### src/rtl/ext_page_seq_pkg.sv
package ext_page_seq_pkg;
  typedef enum logic [2:0] {
    PH_IDLE   = 3'd0,
    PH_ALE    = 3'd1,
    PH_SETUP  = 3'd2,
    PH_STROBE = 3'd3,
    PH_HOLD   = 3'd4
  } phase_e;
endpackage

### src/rtl/ext_page_track.sv
module ext_page_track #(
  parameter int HI_W = 8
) (
  input  logic            clk_i,
  input  logic            rst_ni,
  input  logic            load_i,
  input  logic [HI_W-1:0] hi_i,
  output logic            hit_o
);
  logic            valid_q;
  logic [HI_W-1:0] page_q;

  always_ff @(posedge clk_i or negedge rst_ni) begin
    if (!rst_ni) begin
      valid_q <= 1'b0;
      page_q  <= '0;
    end else if (load_i) begin
      valid_q <= 1'b1;
      page_q  <= hi_i;
    end
  end

  assign hit_o = valid_q && (hi_i == page_q);

  assert_page_load_R3: assert property (@(posedge clk_i) disable iff (!rst_ni)
    load_i |=> (page_q == $past(hi_i)) && valid_q);
endmodule

### src/rtl/ext_phase_len.sv
module ext_phase_len #(
  parameter int STRETCH_W = 3,
  localparam int CNT_W = STRETCH_W + 2
) (
  input  logic [STRETCH_W-1:0] stretch_i,
  input  logic                 miss_i,
  output logic                 nz_o,
  output logic                 setup_last_o,
  output logic [CNT_W-1:0]     strobe_last_o
);
  // strobe length: 1 clock at stretch 0, 4n-1 clocks otherwise
  assign nz_o          = |stretch_i;
  assign setup_last_o  = miss_i && nz_o;
  assign strobe_last_o = nz_o ? ({stretch_i, 2'b00} - CNT_W'(2)) : '0;
endmodule

### src/rtl/ext_bus_fsm.sv
module ext_bus_fsm
  import ext_page_seq_pkg::*;
#(
  parameter int DATA_W    = 8,
  parameter int STRETCH_W = 3,
  localparam int CNT_W = STRETCH_W + 2
) (
  input  logic              clk_i,
  input  logic              rst_ni,
  input  logic              req_i,
  input  logic              we_i,
  input  logic [DATA_W-1:0] hi_i,
  input  logic [DATA_W-1:0] lo_i,
  input  logic [DATA_W-1:0] wdata_i,
  input  logic              hit_i,
  input  logic              nz_i,
  input  logic              setup_last_i,
  input  logic [CNT_W-1:0]  strobe_last_i,
  output logic              accept_o,
  output logic              done_o,
  output logic [DATA_W-1:0] rdata_o,
  output logic              ale_o,
  output logic              rd_no,
  output logic              wr_no,
  output logic [DATA_W-1:0] bus_addr_o,
  output logic [DATA_W-1:0] bus_data_o,
  output logic              bus_data_oe_o,
  input  logic [DATA_W-1:0] bus_data_i
);
  phase_e            state_q;
  logic [CNT_W-1:0]  cnt_q;
  logic              we_q, nz_q, setup_last_q;
  logic [CNT_W-1:0]  strobe_last_q;
  logic [DATA_W-1:0] hi_q, lo_q, wdata_q, rdata_q;
  logic              last;

  assign accept_o = (state_q == PH_IDLE) && req_i;
  assign last     = (cnt_q == '0);

  always_ff @(posedge clk_i or negedge rst_ni) begin
    if (!rst_ni) begin
      state_q       <= PH_IDLE;
      cnt_q         <= '0;
      we_q          <= 1'b0;
      nz_q          <= 1'b0;
      setup_last_q  <= 1'b0;
      strobe_last_q <= '0;
      hi_q          <= '0;
      lo_q          <= '0;
      wdata_q       <= '0;
      rdata_q       <= '0;
    end else begin
      unique case (state_q)
        PH_IDLE: if (req_i) begin
          we_q          <= we_i;
          nz_q          <= nz_i;
          setup_last_q  <= setup_last_i;
          strobe_last_q <= strobe_last_i;
          hi_q          <= hi_i;
          lo_q          <= lo_i;
          wdata_q       <= wdata_i;
          if (!hit_i) begin
            state_q <= PH_ALE;
            cnt_q   <= '0;
          end else if (nz_i) begin
            state_q <= PH_SETUP;
            cnt_q   <= '0;
          end else begin
            state_q <= PH_STROBE;
            cnt_q   <= strobe_last_i;
          end
        end
        PH_ALE: begin
          state_q <= PH_SETUP;
          cnt_q   <= CNT_W'(setup_last_q);
        end
        PH_SETUP: begin
          if (last) begin
            state_q <= PH_STROBE;
            cnt_q   <= strobe_last_q;
          end else begin
            cnt_q <= cnt_q - 1'b1;
          end
        end
        PH_STROBE: begin
          if (last) begin
            state_q <= PH_HOLD;
            cnt_q   <= CNT_W'(nz_q);
            if (!we_q) rdata_q <= bus_data_i;
          end else begin
            cnt_q <= cnt_q - 1'b1;
          end
        end
        PH_HOLD: begin
          if (last) state_q <= PH_IDLE;
          else      cnt_q   <= cnt_q - 1'b1;
        end
        default: state_q <= PH_IDLE;
      endcase
    end
  end

  assign done_o        = (state_q == PH_HOLD) && last;
  assign rdata_o       = rdata_q;
  assign ale_o         = (state_q == PH_ALE);
  assign rd_no         = !((state_q == PH_STROBE) && !we_q);
  assign wr_no         = !((state_q == PH_STROBE) && we_q);
  assign bus_addr_o    = (state_q == PH_ALE || state_q == PH_IDLE) ? hi_q : lo_q;
  assign bus_data_o    = wdata_q;
  assign bus_data_oe_o = we_q && (state_q == PH_STROBE || state_q == PH_HOLD);

  assert_done_pulse_R8: assert property (@(posedge clk_i) disable iff (!rst_ni)
    done_o |=> !done_o);
  assert_busy_ignore_R8: assert property (@(posedge clk_i) disable iff (!rst_ni)
    (state_q != PH_IDLE) |=> $stable(lo_q) && $stable(hi_q));
  assert_ale_single_R2: assert property (@(posedge clk_i) disable iff (!rst_ni)
    ale_o |=> !ale_o && rd_no && wr_no);
  assert_rdata_capture_R6: assert property (@(posedge clk_i) disable iff (!rst_ni)
    (!rd_no && last) |=> rdata_o == $past(bus_data_i));
  assert_oe_hold_R7: assert property (@(posedge clk_i) disable iff (!rst_ni)
    (bus_data_oe_o && wr_no) |-> $past(bus_data_oe_o));
endmodule

### src/rtl/ext_page_seq.sv
module ext_page_seq #(
  parameter int DATA_W    = 8,
  parameter int STRETCH_W = 3,
  localparam int ADDR_W = 2 * DATA_W,
  localparam int CNT_W  = STRETCH_W + 2
) (
  input  logic                 clk_i,
  input  logic                 rst_ni,
  input  logic                 req_i,
  input  logic                 we_i,
  input  logic [ADDR_W-1:0]    addr_i,
  input  logic [DATA_W-1:0]    wdata_i,
  input  logic [STRETCH_W-1:0] stretch_i,
  output logic                 done_o,
  output logic [DATA_W-1:0]    rdata_o,
  output logic                 ale_o,
  output logic                 rd_no,
  output logic                 wr_no,
  output logic [DATA_W-1:0]    bus_addr_o,
  output logic [DATA_W-1:0]    bus_data_o,
  output logic                 bus_data_oe_o,
  input  logic [DATA_W-1:0]    bus_data_i
);
  logic             accept, hit, nz, setup_last;
  logic [CNT_W-1:0] strobe_last;

  ext_page_track #(.HI_W(DATA_W)) u_track (
    .clk_i  (clk_i),
    .rst_ni (rst_ni),
    .load_i (accept),
    .hi_i   (addr_i[ADDR_W-1:DATA_W]),
    .hit_o  (hit)
  );

  ext_phase_len #(.STRETCH_W(STRETCH_W)) u_len (
    .stretch_i     (stretch_i),
    .miss_i        (!hit),
    .nz_o          (nz),
    .setup_last_o  (setup_last),
    .strobe_last_o (strobe_last)
  );

  ext_bus_fsm #(.DATA_W(DATA_W), .STRETCH_W(STRETCH_W)) u_fsm (
    .clk_i         (clk_i),
    .rst_ni        (rst_ni),
    .req_i         (req_i),
    .we_i          (we_i),
    .hi_i          (addr_i[ADDR_W-1:DATA_W]),
    .lo_i          (addr_i[DATA_W-1:0]),
    .wdata_i       (wdata_i),
    .hit_i         (hit),
    .nz_i          (nz),
    .setup_last_i  (setup_last),
    .strobe_last_i (strobe_last),
    .accept_o      (accept),
    .done_o        (done_o),
    .rdata_o       (rdata_o),
    .ale_o         (ale_o),
    .rd_no         (rd_no),
    .wr_no         (wr_no),
    .bus_addr_o    (bus_addr_o),
    .bus_data_o    (bus_data_o),
    .bus_data_oe_o (bus_data_oe_o),
    .bus_data_i    (bus_data_i)
  );

  assert_strobe_excl_R7: assert property (@(posedge clk_i) disable iff (!rst_ni)
    !(!rd_no && !wr_no) && !(ale_o && bus_data_oe_o));
endmodule

### config.mk
export PLATFORM = sky130hd
export DESIGN_NAME = ext_page_seq
export DESIGN_NICKNAME = d
export VERILOG_FILES = /design/src/rtl/ext_page_seq_pkg.sv /design/src/rtl/ext_page_track.sv /design/src/rtl/ext_phase_len.sv /design/src/rtl/ext_bus_fsm.sv /design/src/rtl/ext_page_seq.sv
export SDC_FILE = /design/constraint.sdc
export NUM_CORES = 1
export LEC_CHECK = 0
export BUFFER_PORTS_ARGS = -buffer_cell sky130_fd_sc_hd__buf_2
export CAP_MARGIN = 20
export CORE_MARGIN = 4
export CORE_UTILIZATION = 52
export DETAILED_ROUTE_END_ITERATION = 8
export GPL_TIMING_DRIVEN = 0
export PLACE_DENSITY = 0.88
export SLEW_MARGIN = 10
export SYNTH_ARGS = -nofsm -noshare
export SYNTH_HDL_FRONTEND = slang
export SYNTH_SLANG_ARGS = --single-unit
export TNS_END_PERCENT = 10
### constraint.sdc
create_clock -name clk_i -period 3.2 [get_ports clk_i]
set_clock_uncertainty 0.15 [all_clocks]
set_input_delay 0.32 -clock clk_i [delete_from_list [all_inputs] [get_ports clk_i]]
set_output_delay 0.32 -clock clk_i [all_outputs]
set_load 0.02 [all_outputs]
# ---- Word level (Yosys, flattened, before mapping)
# Index checks and enable logic that the tools add are counted.
dict set report classes {
  eq_ne 10
  order_cmp 0
  n_bitwise 1
  muxes 16
  n_reduce_logical 21
  multipliers 0
  n_div 0
  add_sub_neg 2
  shift 0
}
# cell n
set ops {}
lappend ops {{two-way mux 5 bit} 7}
lappend ops {{one-hot mux 5 bit (5 select lines)} 1}
lappend ops {{two-way mux 3 bit} 5}
lappend ops {{one-hot mux 3 bit (5 select lines)} 1}
lappend ops {{equality test 8 bit} 1}
lappend ops {{two-way mux 8 bit} 1}
lappend ops {{logical AND 1 bit} 7}
lappend ops {{equality test 3 x 2 -> 1 bit (second input constant)} 2}
lappend ops {{!= test 2 x 1 -> 1 bit (second input constant)} 3}
lappend ops {{AND reduction 3 bit} 2}
lappend ops {{zero test 5 bit} 1}
lappend ops {{nonzero test 5 bit} 1}
lappend ops {{subtractor 5 x 1 -> 5 bit (second input constant)} 1}
lappend ops {{subtractor 5 x 2 -> 5 bit (second input constant)} 1}
lappend ops {{zero test 1 bit} 4}
lappend ops {{!= test 2 bit (second input constant)} 2}
lappend ops {{AND reduction 4 bit} 1}
lappend ops {{equality test 3 x 1 -> 1 bit (second input constant)} 1}
lappend ops {{equality test 3 bit (second input constant)} 1}
lappend ops {{zero test 3 bit} 1}
lappend ops {{OR reduction 3 bit} 1}
lappend ops {{logical OR 1 bit} 2}
lappend ops {{AND reduction 2 bit} 1}
lappend ops {{two-way mux 1 bit} 1}
lappend ops {{inverter 1 bit} 1}
dict set report totals {
  romBits 0
  latchBits 0
  ramBits 0
  memories 0
  in_bits 39
  regBits 57
  word_cells 62
}

# ---- Logic depth before layout (Yosys ltp)
# Gate-level depths: netlist (run 1).
dict set report logic_depth {
  ltp_word 6
  mapped_depth 7
  ltp_nobuf 7
}

# ---- By module
# A second synthesis (run 1) with hierarchy kept.
dict set report hier_totals {
  cells_unflattened 223
  hier_area_um2 2847.7
}
# module cells_each area_per_inst_um2 n_inst seq_area_each_um2
set modules_own_cells {}
lappend modules_own_cells {ext_bus_fsm 178 2302.2 1 1201.2}
lappend modules_own_cells {ext_page_track 31 457.9 1 225.2}
lappend modules_own_cells {ext_phase_len 13 83.8 1 0.0}
lappend modules_own_cells {ext_page_seq 1 3.8 1 0.0}

# ---- Worst setup path before layout (run 1)
# OpenSTA, ideal clock, no wires.
dict set report synth_path {
  path_type {flip-flop to flip-flop}
  from {reg u_fsm.cnt_q[0]}
  to {reg u_fsm.rdata_q[0] (netlist: u_fsm.rdata_o[0])}
  path_stages_with_launch 8
  required_time_ns 2.925
  path_slack_ns 0.897
  setup_time_ns 0.125
  t_arrival_ns 2.028
  path_cell_list {dfrtp_1 -> inv_1 -> ha_1 -> or4b_1 -> buf_2 -> or3_1 -> buf_6 -> mux2_4}
}
dict set report synth_between {
  elab_chain_len 2
}
# element line
set synth_rtl {}
lappend synth_rtl {{from (decl)} ext_bus_fsm.sv:31} ;# logic [CNT_W-1:0] cnt_q;
lappend synth_rtl {{from (signal assigned)} ext_bus_fsm.sv:70} ;# cnt_q <= strobe_last_i;
lappend synth_rtl {{from (signal assigned)} ext_bus_fsm.sv:75} ;# cnt_q <= CNT_W'(setup_last_q);
lappend synth_rtl {{from (signal assigned)} ext_bus_fsm.sv:80} ;# cnt_q <= strobe_last_q;
lappend synth_rtl {{zero test 5 bit} ext_bus_fsm.sv:38} ;# assign last = (cnt_q == '0);
lappend synth_rtl {{AND reduction 3 bit (no line)} n/a}
lappend synth_rtl {{to (signal assigned)} ext_bus_fsm.sv:89} ;# if (!we_q) rdata_q <= bus_data_i;
lappend synth_rtl {{to (decl)} ext_bus_fsm.sv:34} ;# logic [DATA_W-1:0] hi_q, lo_q, wdata_q, rdata_q;
# No other way between the ends.
# A chain may end at the register's enable or synchronous reset.

# ---- Worst setup path after layout (run 1)
dict set report layout_path {
  from {reg u_fsm.state_q[1]}
  to {out bus_addr_o[2]}
}
dict set report layout_between {
  elab_chain_len 3
}
# element line
set layout_rtl {}
lappend layout_rtl {{from (decl)} ext_bus_fsm.sv:30} ;# phase_e state_q;
lappend layout_rtl {{from (signal assigned)} ext_bus_fsm.sv:42} ;# state_q <= PH_IDLE;
lappend layout_rtl {{from (signal assigned)} ext_bus_fsm.sv:63} ;# state_q <= PH_ALE;
lappend layout_rtl {{from (signal assigned)} ext_bus_fsm.sv:66} ;# state_q <= PH_SETUP;
lappend layout_rtl {{equality test 3 x 1 -> 1 bit or zero test 3 bit (tied branches)} ext_bus_fsm.sv:108} ;# assign bus_addr_o = (state_q == PH_ALE || state_q == PH_IDLE) ? hi_q : lo_q;
lappend layout_rtl {{logical OR 1 bit *} ext_bus_fsm.sv:108}
lappend layout_rtl {{two-way mux 8 bit *} ext_bus_fsm.sv:108}
lappend layout_rtl {{to (decl)} ext_page_seq.sv:19} ;# output logic [DATA_W-1:0] bus_addr_o,
# Mark *: on every way between the ends. The rest lies on a longest branch, timed or not.

==> metrics.md, run 1 <==
| Metric | Value |
|---|---|
| GRT Residual Overflow | `0` |
| #FFs+latches synth | `47` |
| CTS tree | `done` |
| Rel. slew slack | `0.484` |
| Max Cap Violations | `0` |
| Static leakage | `0.00156 µW` |
| Crit path buffers/inverters | `2` |
| Drt via density | `5.43` |
| Ant. Diodes | `0` |
| Port Buf Inserts | `67` |
| CTS Buffer Depth | `2` |
| Status | `finished clean` |
| Final #Nets | `385` |
| Leading area contributor after synthesis | `dfrtp_1` |
| Number of synthesis warnings | `0` |
| Tcrit/Tclk final | `0.843` |
| CTS resizes | `0` |
| Worst-Skew Late Latency | `0.30 ns` |
| Total GRT Usage | `0.200` |
| Startpoint Class | `register` |
| Most common cell after layout, fill and taps aside | `nand2_1` |
| RSZ-0062 raised after global routing | `false` |
| Synth unique cells | `45` |
| Top post-synthesis cells by area | `dfrtp_1, nand2_1, mux2_4, mux2_2, xor2_1` |
| Simple-gate share of the synthesized area | `0.237` |
| Detailed Place HPWL | `4030 µm` |
| CP max stage cell | `nor2_1` |
| Compound-Gate Fraction of Synth Area | `0.0983` |
| Endpoint class of the critical path | `primary output` |
| Post-route DRC | `0` |
| Post-CTS Hold Buffers | `0` |
| Clock slew at reported path FFs | `0.08 ns` |
| Post-synthesis sequential area ratio | `0.476` |
| Post-synth EDFFs | `0` |
| Synthesized Nets | `309` |
| Rows | `24` |
| Share of the synthesized area in the top cell type | `0.476` |
| Detail Route Antenna Nets | `0` |
| F_max | `0.371 GHz` |
| DIE HEIGHT | `76.9 µm` |
| Routed WL | `5540 µm` |
| Worst EP arrival | `2.23 ns` |
| Non-Filler Instances | `394` |
| Top delay family on crit path | `simple AND/OR/NAND/NOR gates` |
| Mux contribution to synthesized area | `0.0933` |
| Total number of vias | `2141` |
| Core region area | `4470 µm²` |
| Largest stage delay on the critical path | `0.65 ns` |
| Slew Viols, Final | `0` |
| Total Neg Setup Slack | `0 ns` |
| Initial Util | `0.552` |
| Post-Syn Area | `2470 µm²` |
| Largest net degree at the start of global routing | `48` |
| Global-route wire length before repair | `9720 µm` |
| Area Growth Syn to Fin | `21.6%` |
| Fin. Hold Viols | `0` |
| 1st-pass router iterations | `4` |
| Initial antenna violation count | `0` |
| Final GP Congestion | `0.885` |
| Post-Synth Adder-Cell Area | `0.0203` |
| Post-synthesis xor/xnor area fraction | `0.0355` |
| Critical-path cell list | `clkbuf_1 -> nor2_1 -> mux2_2 -> buf_2` |
| CTS root buf | `clkbuf_8` |
| Post-route minimum period | `2.70 ns` |
| Syn avg cell area | `9.28 µm²` |
| I/O Pins | `68` |
| Highest-count cells in the layout ignoring fill and taps | `nand2_1, buf_2, dfrtp_1` |
| H-tree depth | `2` |
| Routed wire per std cell | `14.1 µm` |
| Least-Margin Pin Slew | `0.772 ns` |
| Post-Synthesis Cells | `266` |
| DP Cell Count | `385` |
| Ys flop type | `dfrtp_1` |
| Largest family of logic cells by synthesized area | `simple AND/OR/NAND/NOR gates` |
| CTS buffer count | `5` |
| Die Wd | `76.9 µm` |
| Setup bufs post-CTS | `0` |
| CP max FO | `10` |
| Share of post-route cells with drive strength above 1 | `0.289` |
| CTS sink count | `47` |
| Critical path class | `register to primary output` |
| Die area | `5910 µm²` |
| Post-synth ARST share | `1.00` |
| Power per cell area | `1030 nW/µm²` |
| Vias in the first global route | `2193` |
| Crit path required time | `2.73 ns` |
| Initial DRC count | `124` |
| Finish-stage setup viols | `0` |
| Worst min path class | `primary input to register` |
| Maximum vdd drop | `549 µV` |
-- state kept, by name (all words and copies together), names as in the netlist --
| name | cells |
|---|---|
| u_fsm.rdata_o | 8 |
| u_fsm.lo_q | 8 |
| u_fsm.cnt_q | 5 |
| u_fsm.strobe_last_q | 4 |
| u_fsm.we_q | 1 |
| u_track.valid_q | 1 |
| u_fsm.bus_data_o | 8 |
| u_track.page_q | 7 |
| u_fsm.state_q | 3 |
| u_fsm.setup_last_q | 1 |
| u_fsm.hi_q | 1 |
-- worst min-delay path, delay by kind of cell --
kind          cells  cell delay [ns]
simple gates      2             0.08
buf+inv           1             0.07
-- cell usage after synthesis (2+ instances only) --
library cell	instances
a21o_1	3
a21oi_1	6
a22o_1	3
a31oi_1	3
and2_1	2
buf_2	2
buf_6	2
clkbuf_1	11
dfrtp_1	47
ha_1	4
inv_1	6
mux2_2	8
mux2_4	8
mux2i_1	2
nand2_1	91
nand2b_1	4
nand3_1	3
nand4_1	2
nor2_1	9
nor3_1	4
nor3b_1	2
nor4_1	2
nor4b_1	2
o21ai_0	7
o32ai_1	2
or2_2	3
or3_1	2
xnor2_1	2
xor2_1	8
-- layout make-up --
| cell class | instances | area, µm² |
|---|---|---|
| multi-input combinational | 198 | 1200 |
| buffer | 15 | 73.8 |
| clock inverter | 1 | 30.0 |
| tap | 52 | 65.1 |
| sequential | 47 | 1180 |
| fill | 385 | 1470 |
| clock buffer | 6 | 72.6 |
| timing repair buffer | 69 | 365 |
| inverter | 6 | 22.5 |
-- routing by layer --
metal / global-route usage / part of all wire / vias to the layer above
met5: 0 / 0 / -
met4: 0.0616 / 0.014 / 0
met3: 0.0539 / 0.086 / 7
met2: 0.335 / 0.46 / 93
met1: 0.251 / 0.44 / 991
li1: - / - / 1050
-- path summary, 6_finish.rpt --
check / from / to / slack [ns] / cells after the start
max in group asynchronous: rst_ni / u_fsm.strobe_last_q[1] / 2.03 / 3
worst min-delay path: addr_i[3] / u_fsm.lo_q[3] / 0.05 / 3
worst max register to register: u_fsm.cnt_q[0] / u_fsm.rdata_o[2] / 0.71 / 7
min in group asynchronous: rst_ni / u_fsm.rdata_o[5] / 0.36 / 2
worst min register to register: u_fsm.bus_data_o[6] / u_fsm.bus_data_o[6] / 0.32 / 2
worst max-delay path: u_fsm.state_q[1] / bus_addr_o[2] / 0.50 / 4
-- power by group --
part	internal, µW	leakage (µW)	switching (µW)
clock network	229	0.0000513	196
logic	687	0.000934	926
registers	869	0.000578	185
total	1790	0.00156	1310
-- cells by family (layout without fill, tap and decap cells) --
logic type               Yosys count  in the layout
AND/OR/NAND/NOR                  131            131
flip-flops                        47             47
AO/OA/AOI/OAI                     35             35
buffers and inverters             21             97
multiplexers                      18             18
XOR/XNOR                          10             10
adder cells (fa/ha/maj)            4              4
-- through the flow --
step	instance area, µm²	hold WS, ns	power, µW	util	setup WS (ns)
CTS	2970	0.0390	3110	0.664	0.483
floorplan	2470	-0.126	2220	-	0.897
global route	3000	0.0474	3340	0.671	0.358
global placement	2870	0.299	2620	0.641	0.776
detailed placement	2870	0.303	2670	0.641	0.727
finish	3000	0.0490	3090	0.671	0.503
(Power assumes the default switching activity.)
==> run 2, diff against run 1 <==
==> constraint.sdc (replaced) <==
create_clock -name clk_i -period 2.75 [get_ports clk_i]
set_clock_uncertainty 0.15 [all_clocks]
set_input_delay 0.275 -clock clk_i [delete_from_list [all_inputs] [get_ports clk_i]]
set_output_delay 0.275 -clock clk_i [all_outputs]
set_load 0.02 [all_outputs]
==> run 2 against run 1 <==
Effect of this change:
- setup slack worse by 0.24 ns
- non-clock buffer count up 4
- count of clock-buffer cells in the layout unchanged
- total power up 17%
- sequential share of layout area down 0.55 points
- highest routed layer unchanged
==> metrics.md, run 2 (same netlist as run 1, synthesis figures left out) <==
| Metric | Value |
|---|---|
| Setup bufs post-CTS | `0` |
| Total GRT Usage | `0.203` |
| Largest stage delay on the critical path | `0.45 ns` |
| Worst min path class | `primary input to register` |
| Rows | `24` |
| Static leakage | `0.00158 µW` |
| I/O Pins | `68` |
| Initial antenna violation count | `0` |
| Vias in the first global route | `2233` |
| Least-Margin Pin Slew | `0.722 ns` |
| Critical path class | `register to register` |
| Worst-Skew Late Latency | `0.30 ns` |
| Fin. Hold Viols | `0` |
| Crit path launch | `u_fsm.cnt_q[0]` |
| Psw | `1530 µW` |
| Worst R2R Start | `u_fsm.cnt_q[0]` |
| CTS buffer count | `5` |
| Drt via density | `5.37` |
| Finish-stage setup viols | `0` |
| Final #Nets | `389` |
| Largest net degree at the start of global routing | `48` |
| RSZ-0062 raised after global routing | `false` |
| Detailed Place HPWL | `4030 µm` |
| Rel. slew slack | `0.517` |
| Dpl ws | `0.277 ns` |
| Worst path depth | `7` |
| Worst EP arrival | `2.53 ns` |
| Area Growth Syn to Fin | `23.3%` |
| Detail Route Antenna Nets | `0` |
| Seq pwr share | `0.340` |
| Area of the multi-input gates | `1200 µm²` |
| Most common cell after layout, fill and taps aside | `nand2_1` |
| DIE HEIGHT | `76.9 µm` |
| Routed WL | `5630 µm` |
| Total area of sequential cells | `1180 µm²` |
| Initial DRC count | `157` |
| CTS tree | `done` |
| Top delay family on crit path | `simple AND/OR/NAND/NOR gates` |
| Clock Power Share | `0.137` |
| Share of post-route cells with drive strength above 1 | `0.289` |
| Tot Pwr | `3610 µW` |
| Internal power | `2080 µW` |
| Critical-path cell list | `inv_1 -> ha_1 -> or4b_1 -> buf_2 -> or3_1 -> buf_6 -> mux2_4` |
| CP max FO | `8` |
| CTS Buffer Depth | `2` |
| 1st-pass router iterations | `4` |
| Global-route wire length before repair | `9870 µm` |
| Status | `finished clean` |
| Power per cell area | `1190 nW/µm²` |
| Endpoint class of the critical path | `register` |
| CP max stage cell | `dfrtp_1` |
| Combinational fraction of design power | `0.523` |
| Die area | `5910 µm²` |
| Hold Crit Depth | `3` |
| Post-route DRC | `0` |
| Max Cap Violations | `0` |
| Slew Viols, Final | `0` |
| Clock slew at reported path FFs | `0.08 ns` |
| CTS sink count | `47` |
| Final GP Congestion | `0.885` |
| Final Cell Area | `3040 µm²` |
| Hold path start | `addr_i[6]` |
| CTS root buf | `clkbuf_8` |
| Maximum vdd drop | `632 µV` |
| Crit path required time | `2.79 ns` |
| H-tree depth | `2` |
| Highest-count cells in the layout ignoring fill and taps | `nand2_1, buf_2, dfrtp_1` |
| Crit path buffers/inverters | `3` |
| Routed wire per std cell | `14.2 µm` |
| Total Neg Setup Slack | `0 ns` |
| FF-to-FF path depth | `7` |
| Hold_ws | `0.00912 ns` |
| Initial Util | `0.552` |
| FILL cells | `382` |
| GRT Residual Overflow | `0` |
| Ant. Diodes | `0` |
| Min setup slack post-route | `0.259 ns` |
| Core region area | `4470 µm²` |
| Total number of vias | `2136` |
| Dpl cell area | `2870 µm²` |
| Tcrit/Tclk final | `0.906` |
| Switching part of the total | `0.423` |
| Startpoint Class | `register` |
| Port Buf Inserts | `67` |
| F_max | `0.401 GHz` |
| Die Wd | `76.9 µm` |
| Post-route minimum period | `2.49 ns` |
-- run 2: path summary, 6_finish.rpt --
kind                                           to  slack, ns
min                                 u_fsm.lo_q[6]      0.009
max                              u_fsm.rdata_o[2]       0.26
max reg2reg                      u_fsm.rdata_o[2]       0.26
max in group asynchronous  u_fsm.strobe_last_q[1]       1.62
min reg2reg                   u_fsm.bus_data_o[6]       0.32
min in group asynchronous        u_fsm.rdata_o[0]       0.32
-- run 2: final cells by class --
class | instances | area share
inverter | 6 | 0.00740
timing repair buffer | 73 | 0.133
sequential | 47 | 0.386
multi-input combinational | 198 | 0.394
tap | 52 | 0.0214
clock inverter | 1 | 0.00986
buffer | 15 | 0.0242
clock buffer | 6 | 0.0238
-- run 2: power groups by stage --
stage          Clock [µW]  Combinational, µW  Sequential (µW)
2_1_floorplan           0               1250             1330
3_3_place_gp            0               1830             1220
3_5_place_dp            0               1870             1240
4_1_cts               505               1890             1230
5_1_grt               534               2090             1270
6_report              493               1890             1230
-- run 2: per-stage QoR --
stage,utilization,instances
2_1_floorplan,-,266
4_1_cts,0.673,396
5_1_grt,0.680,398
3_5_place_dp,0.641,385
6_report,0.680,398
3_3_place_gp,0.641,385
-- run 2: layer usage --
layer | global-route usage | vias to the layer above | share of wire
met4 | 0.0652 | 0 | 0.016
met3 | 0.0515 | 9 | 0.074
li1 | - | 1053 | -
met5 | 0 | - | 0
met2 | 0.342 | 84 | 0.47
met1 | 0.254 | 990 | 0.44
-- run 2: worst reg2reg max path, stage by stage, from the launching register on --
cell and delay (ns):
dfrtp_1 0.45, inv_1 0.11, ha_1 0.21, or4b_1 0.43, buf_2 0.19, or3_1 0.37, buf_6 0.16, mux2_4 0.31
-- run 2: what timing repair did --
action	in CTS	in global routing
hold buffers	4	1
resized for setup	0	1
endpoints found under the setup margin	0	8
hold endpoints to repair	4	20
==> run 3, diff against run 2 <==
--- a/config.mk
+++ b/config.mk
@@ -8,12 +8,11 @@
 export BUFFER_PORTS_ARGS = -buffer_cell sky130_fd_sc_hd__buf_2
 export CAP_MARGIN = 20
 export CORE_MARGIN = 4
-export CORE_UTILIZATION = 52
+export CORE_UTILIZATION = 47
 export DETAILED_ROUTE_END_ITERATION = 8
 export GPL_TIMING_DRIVEN = 0
-export PLACE_DENSITY = 0.88
+export PLACE_DENSITY = 0.85
 export SLEW_MARGIN = 10
 export SYNTH_ARGS = -nofsm -noshare
 export SYNTH_HDL_FRONTEND = slang
 export SYNTH_SLANG_ARGS = --single-unit
-export TNS_END_PERCENT = 10
==> constraint.sdc (replaced) <==
create_clock -name clk_i -period 2.1 [get_ports clk_i]
set_clock_uncertainty 0.15 [all_clocks]
set_input_delay 0.21 -clock clk_i [delete_from_list [all_inputs] [get_ports clk_i]]
set_output_delay 0.21 -clock clk_i [all_outputs]
set_load 0.005 [all_outputs]
==> run 3 against run 2 <==
Effect of this change:
- the run now ends with setup timing left
- largest cell class unchanged
- die area rose by 9.5%
- critical endpoint is now u_fsm.rdata_o[3]
- count of clock-buffer cells in the layout increased by 1
- highest routed layer unchanged
- register-to-register slack lost 0.30 ns
- non-clock buffer count increased by 36
- maximum frequency rose by 17%
- worst hold slack gained 0.13 ns
- utilization up 0.41 points
- flip-flop and latch count is the same
- clock power grew 18%
- setup slack got worse by 0.30 ns
- total power rose by 30%
- cell count increased by 14%
==> metrics.md, run 3 (same netlist as run 1, synthesis figures left out) <==
| Metric | Value |
|---|---|
| Status | `complete, but fails checks` |
| Failing checks | `setup timing` |
| GRT Residual Overflow | `0` |
| I/O Pins | `68` |
| Slew Viols, Final | `0` |
| 1st-pass router iterations | `4` |
| Share of post-route cells with drive strength above 1 | `0.333` |
| Total GRT Usage | `0.208` |
| F_max | `0.468 GHz` |
| GR Layer Usage met3 | `0.0516` |
| Static leakage | `0.00177 µW` |
| Detail Route Antenna Nets | `0` |
| H-tree depth | `2` |
| Critical path class | `register to register` |
| Max Cap Violations | `0` |
| Post-route minimum period | `2.14 ns` |
| Post-route DRC | `0` |
| Die area | `6480 µm²` |
| Crit path required time | `2.14 ns` |
| Startpoint Class | `register` |
| DP Cell Count | `403` |
| Vias in the first global route | `2280` |
| Worst R2R Start | `u_fsm.cnt_q[1]` |
| Maximum vdd drop | `654 µV` |
| Rows | `26` |
| Final GP Congestion | `0.878` |
| Drt via density | `5.14` |
| Crit path launch | `u_fsm.cnt_q[1]` |
| Total Neg Setup Slack | `-0.256 ns` |
| Area Growth Syn to Fin | `41.6%` |
| Clock slew at reported path FFs | `0.08 ns` |
| Final #Nets | `426` |
| Highest-count cells in the layout ignoring fill and taps | `nand2_1, buf_2, dfrtp_1` |
| Clock Power Share | `0.124` |
| Seq pwr share | `0.351` |
| Ant. Diodes | `0` |
| Largest stage delay on the critical path | `0.48 ns` |
| Min setup slack post-route | `-0.0374 ns` |
| CTS Buffer Depth | `2` |
| Top delay family on crit path | `simple AND/OR/NAND/NOR gates` |
| Routed WL | `6420 µm` |
| Endpoint class of the critical path | `register` |
| RSZ-0062 raised after global routing | `true` |
| Psw | `1820 µW` |
| Port Buf Inserts | `67` |
| GR Util met1 | `0.258` |
| CTS sink count | `47` |
| Core region area | `5110 µm²` |
| Die Wd | `80.5 µm` |
| Tcrit/Tclk final | `1.02` |
| Total number of vias | `2334` |
| Detailed Place HPWL | `4150 µm` |
| Initial DRC count | `230` |
| Worst-Skew Late Latency | `0.31 ns` |
| Fin. Hold Viols | `0` |
| Non-Filler Instances | `454` |
| Critical-path cell list | `inv_2 -> ha_4 -> or4b_4 -> or3_4 -> mux2_4` |
| Most common cell after layout, fill and taps aside | `nand2_1` |
| GRT busiest layer | `met2` |
| Rel. slew slack | `0.640` |
| Hold path start | `stretch_i[1]` |
| Worst min path class | `primary input to register` |
| Hold_ws | `0.135 ns` |
| Switching part of the total | `0.388` |
| Initial Util | `0.483` |
| Global-route wire length before repair | `10400 µm` |
| Combinational fraction of design power | `0.525` |
| Power per cell area | `1340 nW/µm²` |
| Largest net degree at the start of global routing | `48` |
| Internal power | `2870 µW` |
| Least-Margin Pin Slew | `0.538 ns` |
| DIE HEIGHT | `80.5 µm` |
| Routed wire per std cell | `14.1 µm` |
| Worst EP arrival | `2.18 ns` |
| GRT met2 Usage | `0.358` |
| CTS tree | `done` |
| CP max stage cell | `or4b_4` |
| Crit path buffers/inverters | `1` |
| CTS root buf | `clkbuf_8` |
| Finish-stage setup viols | `8` |
| Initial antenna violation count | `0` |
| Tot Pwr | `4680 µW` |
| CTS buffer count | `5` |
| CP max FO | `8` |
run 3: what timing repair did:
action,in CTS,in global routing
pin swaps,1,1
hold buffers,35,0
resized for setup,17,13
cloned,1,0
setup buffers,7,3
hold endpoints to repair,81,0
setup endpoints to repair,54,51
run 3: cell type report:
class / instances / area, µm²
Fill cell: 393 / 1610
Multi-Input combinational cell: 199 / 1260
Sequential cell: 47 / 1180
Timing Repair Buffer: 113 / 781
Tap cell: 70 / 87.6
Clock buffer: 7 / 86.3
Buffer: 11 / 70.1
Inverter: 6 / 22.5
Clock inverter: 1 / 8.76
run 3: tightest hold or removal path: stages:
cell and delay, ns:
buf_2 0.10, nand2_1 0.05, a21o_1 0.14, nand2_1 0.05
run 3: through the flow:
| step | setup WS (ns) | util | cell area, µm² |
|---|---|---|---|
| after CTS | -0.0593 | 0.673 | 3440 |
| after global routing | -0.0769 | 0.684 | 3500 |
| after detailed placement | -0.317 | 0.569 | 2900 |
| after floorplan | -0.178 | - | 2480 |
| final | -0.0374 | 0.684 | 3500 |
| after global placement | -0.270 | 0.569 | 2900 |
run 3: worst paths after layout:
| check | endpoint | slack [ns] | depth (start not counted) |
|---|---|---|---|
| max | u_fsm.rdata_o[3] | -0.04 | 5 |
| min | u_fsm.strobe_last_q[3] | 0.13 | 4 |
| max reg2reg | u_fsm.rdata_o[3] | -0.04 | 5 |
| min reg2reg | u_fsm.bus_data_o[0] | 0.33 | 2 |
| max in group asynchronous | u_fsm.state_q[0] | 1.07 | 3 |
| min in group asynchronous | u_track.page_q[0] | 0.21 | 2 |
run 3: power by group through the flow:
stage	clock, µW	sequential [µW]	combinational, µW
after floorplan	0	1570	1510
after global placement	0	1600	2090
after detailed placement	0	1620	2150
after CTS	592	1620	2370
after global routing	629	1690	2730
final	580	1640	2460
run 3: per-layer routing:
layer  share of wire  up-vias
met4           0.015        0
met5               0        -
met1            0.42     1119
met3           0.063       11
met2            0.50       76
li1                -     1128
